--- config.mk ---
export PLATFORM = sky130hd
export DESIGN_NAME = serial_tx_top
export DESIGN_NICKNAME = d
export VERILOG_FILES = /design/src/rtl/serial_tx_pkg.sv /design/src/rtl/tx_queue.sv /design/src/rtl/tx_level.sv /design/src/rtl/tx_shifter.sv /design/src/rtl/serial_tx_top.sv
export SDC_FILE = /design/constraint.sdc
export NUM_CORES = 1
export LEC_CHECK = 0
export BUFFER_PORTS_ARGS = -buffer_cell sky130_fd_sc_hd__buf_2
export CAP_MARGIN = 20
export CORE_MARGIN = 4
export CORE_UTILIZATION = 66
export DETAILED_ROUTE_END_ITERATION = 10
export HOLD_SLACK_MARGIN = 0.02
export PLACE_DENSITY = 0.84
export SYNTH_ARGS = -nofsm -noshare
export SYNTH_HDL_FRONTEND = slang
export SYNTH_SLANG_ARGS = --single-unit
--- constraint.sdc ---
create_clock -name clk -period 5 [get_ports clk]
set_input_delay 0.75 -clock clk [delete_from_list [all_inputs] [get_ports clk]]
set_output_delay 0.75 -clock clk [all_outputs]
set_load 0.02 [all_outputs]
--- src/rtl/serial_tx_pkg.sv ---
package serial_tx_pkg;

    typedef enum logic [2:0] {
        PH_IDLE,
        PH_START,
        PH_DATA,
        PH_PAR,
        PH_STOP
    } phase_e;

    typedef struct packed {
        logic [1:0] len;
        logic       par_en;
        logic       par_odd;
        logic       stop2;
    } fmt_t;

    function automatic int unsigned level_of(input logic [2:0] sel, input int unsigned depth);
        case (sel)
            3'd0:    return depth / 8;
            3'd1:    return depth / 4;
            3'd2:    return depth / 2;
            3'd3:    return (depth * 3) / 4;
            default: return (depth * 7) / 8;
        endcase
    endfunction

endpackage

--- src/rtl/tx_queue.sv ---
module tx_queue #(
    parameter int DW    = 8,
    parameter int DEPTH = 16,
    localparam int PW   = $clog2(DEPTH),
    localparam int CW   = $clog2(DEPTH + 1)
) (
    input  logic          clk,
    input  logic          rst_n,
    input  logic          push,
    input  logic [DW-1:0] push_data,
    input  logic          pop,
    output logic [DW-1:0] head,
    output logic          empty,
    output logic          full,
    output logic [CW-1:0] count
);
    typedef struct packed {
        logic [PW-1:0] wp;
        logic [PW-1:0] rp;
        logic [CW-1:0] cnt;
    } qst_t;

    qst_t st_d, st_q;
    logic [DW-1:0] mem_q [DEPTH];
    logic push_ok, pop_ok;

    assign full    = (st_q.cnt == CW'(DEPTH));
    assign empty   = (st_q.cnt == '0);
    assign push_ok = push && !full;
    assign pop_ok  = pop && !empty;
    assign head    = mem_q[st_q.rp];
    assign count   = st_q.cnt;

    always_comb begin
        st_d = st_q;
        if (push_ok) st_d.wp = (st_q.wp == PW'(DEPTH - 1)) ? '0 : st_q.wp + 1'b1;
        if (pop_ok)  st_d.rp = (st_q.rp == PW'(DEPTH - 1)) ? '0 : st_q.rp + 1'b1;
        case ({push_ok, pop_ok})
            2'b10:   st_d.cnt = st_q.cnt + 1'b1;
            2'b01:   st_d.cnt = st_q.cnt - 1'b1;
            default: st_d.cnt = st_q.cnt;
        endcase
    end

    always_ff @(posedge clk or negedge rst_n) begin
        if (!rst_n) st_q <= '0;
        else        st_q <= st_d;
    end

    always_ff @(posedge clk) begin
        if (push_ok) mem_q[st_q.wp] <= push_data;
    end

    // occupancy never exceeds the depth
    a_r7_count_bound: assert property (@(posedge clk) disable iff (!rst_n)
        st_q.cnt <= CW'(DEPTH));

    // a write into a full queue without a read leaves it full
    a_r7_full_refuse: assert property (@(posedge clk) disable iff (!rst_n)
        (full && push && !pop) |=> (full && $stable(st_q.wp)));

endmodule

--- src/rtl/tx_level.sv ---
module tx_level #(
    parameter int DEPTH = 16,
    localparam int CW   = $clog2(DEPTH + 1)
) (
    input  logic          clk,
    input  logic          rst_n,
    input  logic [CW-1:0] count,
    input  logic [2:0]    sel,
    output logic          hit
);
    import serial_tx_pkg::*;

    logic [CW-1:0] lvl;

    always_comb begin
        lvl = CW'(level_of(sel, DEPTH));
        hit = (count <= lvl);
    end

    // a full queue is above every selectable level
    a_r8_full_no_hit: assert property (@(posedge clk) disable iff (!rst_n)
        (count == CW'(DEPTH)) |-> !hit);

    // an empty queue always counts as at or below the level
    a_r8_empty_hit: assert property (@(posedge clk) disable iff (!rst_n)
        (count == '0) |-> hit);

endmodule

--- src/rtl/tx_shifter.sv ---
module tx_shifter #(
    parameter int DW = 8
) (
    input  logic                 clk,
    input  logic                 rst_n,
    input  logic                 enable,
    input  logic                 tick,
    input  logic                 q_empty,
    input  logic [DW-1:0]        q_head,
    input  serial_tx_pkg::fmt_t  fmt_in,
    output logic                 pop,
    output logic                 active,
    output logic                 tx
);
    import serial_tx_pkg::*;

    typedef struct packed {
        phase_e        ph;
        logic [DW-1:0] sh;
        logic [2:0]    idx;
        logic          par;
        fmt_t          fmt;
        logic          line;
    } sst_t;

    sst_t st_d, st_q;
    logic [DW-1:0] mask;
    logic [2:0]    last_idx;
    logic          can_start;

    always_comb begin
        mask = '0;
        for (int i = 0; i < DW; i++) begin
            if (i < 5 + int'(fmt_in.len)) mask[i] = 1'b1;
        end
    end

    assign last_idx  = 3'd4 + 3'(st_q.fmt.len);
    assign can_start = tick && enable && !q_empty;

    always_comb begin
        st_d = st_q;
        pop  = 1'b0;
        case (st_q.ph)
            PH_IDLE: begin
                st_d.line = 1'b1;
                if (can_start) begin
                    pop       = 1'b1;
                    st_d.ph   = PH_START;
                    st_d.sh   = q_head;
                    st_d.fmt  = fmt_in;
                    st_d.par  = (^(q_head & mask)) ^ fmt_in.par_odd;
                    st_d.idx  = '0;
                    st_d.line = 1'b0;
                end
            end
            PH_START: begin
                if (tick) begin
                    st_d.ph   = PH_DATA;
                    st_d.line = st_q.sh[0];
                    st_d.sh   = st_q.sh >> 1;
                    st_d.idx  = '0;
                end
            end
            PH_DATA: begin
                if (tick) begin
                    if (st_q.idx == last_idx) begin
                        st_d.idx = '0;
                        if (st_q.fmt.par_en) begin
                            st_d.ph   = PH_PAR;
                            st_d.line = st_q.par;
                        end else begin
                            st_d.ph   = PH_STOP;
                            st_d.line = 1'b1;
                        end
                    end else begin
                        st_d.idx  = st_q.idx + 1'b1;
                        st_d.line = st_q.sh[0];
                        st_d.sh   = st_q.sh >> 1;
                    end
                end
            end
            PH_PAR: begin
                if (tick) begin
                    st_d.ph   = PH_STOP;
                    st_d.line = 1'b1;
                    st_d.idx  = '0;
                end
            end
            PH_STOP: begin
                if (tick) begin
                    if (st_q.fmt.stop2 && st_q.idx == '0) begin
                        st_d.idx = 3'd1;
                    end else if (can_start) begin
                        pop       = 1'b1;
                        st_d.ph   = PH_START;
                        st_d.sh   = q_head;
                        st_d.fmt  = fmt_in;
                        st_d.par  = (^(q_head & mask)) ^ fmt_in.par_odd;
                        st_d.idx  = '0;
                        st_d.line = 1'b0;
                    end else begin
                        st_d.ph   = PH_IDLE;
                        st_d.line = 1'b1;
                    end
                end
            end
            default: begin
                st_d.ph   = PH_IDLE;
                st_d.line = 1'b1;
            end
        endcase
    end

    always_ff @(posedge clk or negedge rst_n) begin
        if (!rst_n) begin
            st_q      <= '0;
            st_q.ph   <= PH_IDLE;
            st_q.line <= 1'b1;
        end else begin
            st_q <= st_d;
        end
    end

    assign active = (st_q.ph != PH_IDLE);
    assign tx     = st_q.line;

    // taking a character puts a low start period on the line next cycle
    a_r1_start_after_pop: assert property (@(posedge clk) disable iff (!rst_n)
        pop |=> !tx);

    // a character is taken only on a tick while enabled
    a_r5_pop_enabled: assert property (@(posedge clk) disable iff (!rst_n)
        pop |-> (enable && tick && !q_empty));

    // line is high whenever no frame is running
    a_r9_idle_high: assert property (@(posedge clk) disable iff (!rst_n)
        !active |-> tx);

    // the line only moves on a tick edge
    a_r1_line_on_tick: assert property (@(posedge clk) disable iff (!rst_n)
        !tick |=> $stable(tx));

endmodule

--- src/rtl/serial_tx_top.sv ---
module serial_tx_top #(
    parameter int DW    = 8,
    parameter int DEPTH = 16,
    localparam int CW   = $clog2(DEPTH + 1)
) (
    input  logic          clk,
    input  logic          rst_n,
    input  logic          enable,
    input  logic          bit_tick,
    input  logic [1:0]    cfg_len,
    input  logic          cfg_par_en,
    input  logic          cfg_par_odd,
    input  logic          cfg_stop2,
    input  logic [2:0]    cfg_level,
    input  logic          wr_en,
    input  logic [DW-1:0] wr_data,
    output logic          full,
    output logic          busy,
    output logic          level_hit,
    output logic          tx
);
    import serial_tx_pkg::*;

    logic          q_pop, q_empty, active;
    logic [DW-1:0] q_head;
    logic [CW-1:0] q_count;
    fmt_t          fmt;

    always_comb begin
        fmt.len     = cfg_len;
        fmt.par_en  = cfg_par_en;
        fmt.par_odd = cfg_par_odd;
        fmt.stop2   = cfg_stop2;
    end

    tx_queue #(.DW(DW), .DEPTH(DEPTH)) u_queue (
        .clk(clk), .rst_n(rst_n),
        .push(wr_en), .push_data(wr_data), .pop(q_pop),
        .head(q_head), .empty(q_empty), .full(full), .count(q_count)
    );

    tx_shifter #(.DW(DW)) u_shift (
        .clk(clk), .rst_n(rst_n), .enable(enable), .tick(bit_tick),
        .q_empty(q_empty), .q_head(q_head), .fmt_in(fmt),
        .pop(q_pop), .active(active), .tx(tx)
    );

    tx_level #(.DEPTH(DEPTH)) u_level (
        .clk(clk), .rst_n(rst_n), .count(q_count), .sel(cfg_level), .hit(level_hit)
    );

    assign busy = !q_empty || active;

    // an accepted write makes busy visible on the next cycle
    a_r6_busy_after_write: assert property (@(posedge clk) disable iff (!rst_n)
        (wr_en && !full) |=> busy);

    // busy cannot drop while a frame is still on the line
    a_r6_busy_low_idle: assert property (@(posedge clk) disable iff (!rst_n)
        !busy |-> tx);

endmodule

==> flow_summary.toml <==
[routing]
drc = 0
wl_um = 15000
drtIter0Drc = 501
wl_per_cell_um = 24.4
avgViaCountPerCell = 6.74
first_pass_iters = 5
ant_nets = 0
vias = 4150

[placement]
place_ws_ns = 1.72
port_buffers = 24
dpl_cell_area_mm2 = 0.00724
globalplace.congestion = 0.829
hpwl_um = 9300

[final_layout]
drive_gt1_share_pct = 20.2
utilization_pct = 75.5
seqCellArea_mm2 = 0.00467
diodes = 0
final_area_mm2 = 0.00783
multi_input_area_mm2 = 0.00221
final_nets = 503
fill_cells = 566
area_delta_synth_final_pct = 11.4

[hold_path]
hold_class = "primary input to asynchronous set/reset pin"

[clock_network]
cts_made_buffers = 17
cts.repair.resized = 0
postCtsSetupBuffers = 0
cts_buffer_depth = 2
cts_tree = "built"
clkTransAtPathRegs_ns = 0.07
cts_sinks = 161
clockRootBuffer = "clkbuf_8"
cts_hold_buffers = 0
cts.htree.levels = 4
clk_latency_ns = 0.54

[timing]
rsz0062_at_grt = "no"
max_freq_mhz = 303
finalSetupViolCount = 0
setup-tns-final_ns = 0
tightest_slew_ns = 1.14
slew_violations = 0
fin_ws_ns = 1.70
hold_viol = 0
finalCritPeriodShare_pct = 66.0
fin_skew_ns = 0.00849
maxSlewHeadroom_pct = 24.0
fin_crit_ns = 3.30

[grt]
antenna_found_initial = 0
grt_pass1_wl_um = 23000
grt-ovfl-total = 0
grt_pass1_vias = 4054
grt_max_degree = 34
met1_usage_pct = 33.7
use_met3_pct = 7.10
grt_use_met2_pct = 39.6
grt_usage_pct = 25.2
top_usage_layer = "met2"

[critical_path]
setup.worst_path.start_class = "flip-flop"
cp_max_fo = 31
r2r_setup_slack_ns = 1.70
arrival_ns = 3.72
required_ns = 5.42
ff2ff_path_depth = 8
timing.rr.end = "u_shift.st_q[6]"
endpoint_kind = "flip-flop"
timing.rr.start = "u_queue.st_q[5]"
critPathKind = "flip-flop to flip-flop"

[floorplanning]
die_area_mm2 = 0.0124
start_util_pct = 67.8
core_mm2 = 0.0104
io-pin-count = 25
die_w_um = 111
fp-row-count = 37
die_height_um = 111

[synthesis]
synth_xor_area_share_pct = 2.19
synth.cell_area_mm2 = 0.00703
yosysMostFrequentCell = "edfxtp_1"
yosys-top-cells-area = "edfxtp_1 (55%), dfrtp_1 (11%), mux4_2 (8.0%), mux4_1 (3.0%), ha_1 (2.5%)"
synth-async-reset-ratio_pct = 20.5
syn_nets = 476
synth.largest_area_cell = "edfxtp_1"
synth_fa_ha_area_share_pct = 2.78
synthSimpleGateAreaFrac_pct = 7.10
synth.top_cells.by_count = "edfxtp_1 (128), dfrtp_1 (32), nand2_1 (32)"
synth_top_family_by_area = "multiplexers"
ys_types = 53
synth_top_area_share_pct = 54.7
synth_edf_count = 128
ys_ff_latch = 161
ys_seq_area_share_pct = 66.4
synthMuxAreaShare_pct = 12.9
ys.flop_type = "edfxtp_1"
synth_compound_area_share_pct = 6.16
avgSynthCellArea_um2 = 16.0
yosys_warnings = 0
synthCells = 440

[pwr]
p_leak_nw = 2.86
irDropWorstVdd_mv = 0.369
powerDensity_mw_per_mm2 = 611

[run_status]
status = "finished, final reports clean"

[job]
max_cap_viol_count = 0
state kept, by name (all words and copies together), names as in the netlist:
name           cells
u_queue.st_q       8
u_queue.count      5
u_shift.tx         1
u_queue.mem_q    128
u_shift.st_q      19
how the worst max path moves through the flow:
stage / from / endpoint / slack [ns]
floorplan: u_queue.count[0] / u_queue.count[4] / 1.84
global placement: u_queue.st_q[5] / u_shift.st_q[6] / 1.80
detailed placement: u_queue.st_q[5] / u_shift.st_q[6] / 1.72
CTS: u_queue.st_q[5] / u_shift.st_q[6] / 1.66
global route: u_queue.st_q[5] / u_shift.st_q[6] / 1.50
finish: u_queue.st_q[5] / u_shift.st_q[6] / 1.70
per-stage QoR:
step | hold slack (ns) | power [mW] | std cells
2_1_floorplan | 0.454 | 3.13 | 440
3_3_place_gp | 0.467 | 3.40 | 583
3_5_place_dp | 0.472 | 3.49 | 583
4_1_cts | 0.304 | 4.75 | 615
5_1_grt | 0.334 | 5.00 | 616
6_report | 0.289 | 4.79 | 616
layout make-up:
| type | count | share of cell area [%] |
|---|---|---|
| inverter | 12 | 0.575 |
| sequential | 161 | 59.7 |
| multi-input combinational | 247 | 28.2 |
| timing repair buffer | 28 | 2.17 |
| clock inverter | 14 | 1.85 |
| clock buffer | 18 | 5.34 |
| tap | 136 | 2.17 |
routing by layer:
metal	wire length [um]	share of wire (%)	up-vias
met1	5710	38	2063
met4	546	3.6	0
met3	1370	9.1	51
met5	0	0	-
li1	-	-	1776
met2	7420	49	260
cells in the final DEF, fill, tap and decap left out, drive strengths merged, types with 5 or more instances in the layout:
cell type and instances:
clkbuf 18, a221o 7, nand2b 5, a21o 5, xnor2 11, mux2 9, o21ai 23, dfrtp 32
nor2 27, nor2b 5, edfxtp 128, nor3 7, and3 8, inv 20, nand3 13, buf 28
mux4 33, nand2 33, a21oi 10, ha 14
cell families after synthesis:
logic type,after synthesis
AO/OA/AOI/OAI,65
XOR/XNOR,16
adder cells (fa/ha/maj),15
buffers and inverters,32
flip-flops,161
multiplexers,45
AND/OR/NAND/NOR,106
critical path, stage by stage, from the launching register on:
cell     delay (ns)
dfrtp_2        0.96
buf_4          0.35
mux4_2         0.52
nand3_1        0.11
nand3_1        0.17
xor2_1         0.23
xnor2_1        0.15
xnor3_1        0.41
mux2_4         0.26
where the power goes:
| part | switching, mW | internal, mW |
|---|---|---|
| registers | 0.298 | 1.67 |
| clock network | 0.552 | 0.679 |
| logic | 0.786 | 0.801 |
| total | 1.63 | 3.15 |
Power figures use the tool's default switching activity.
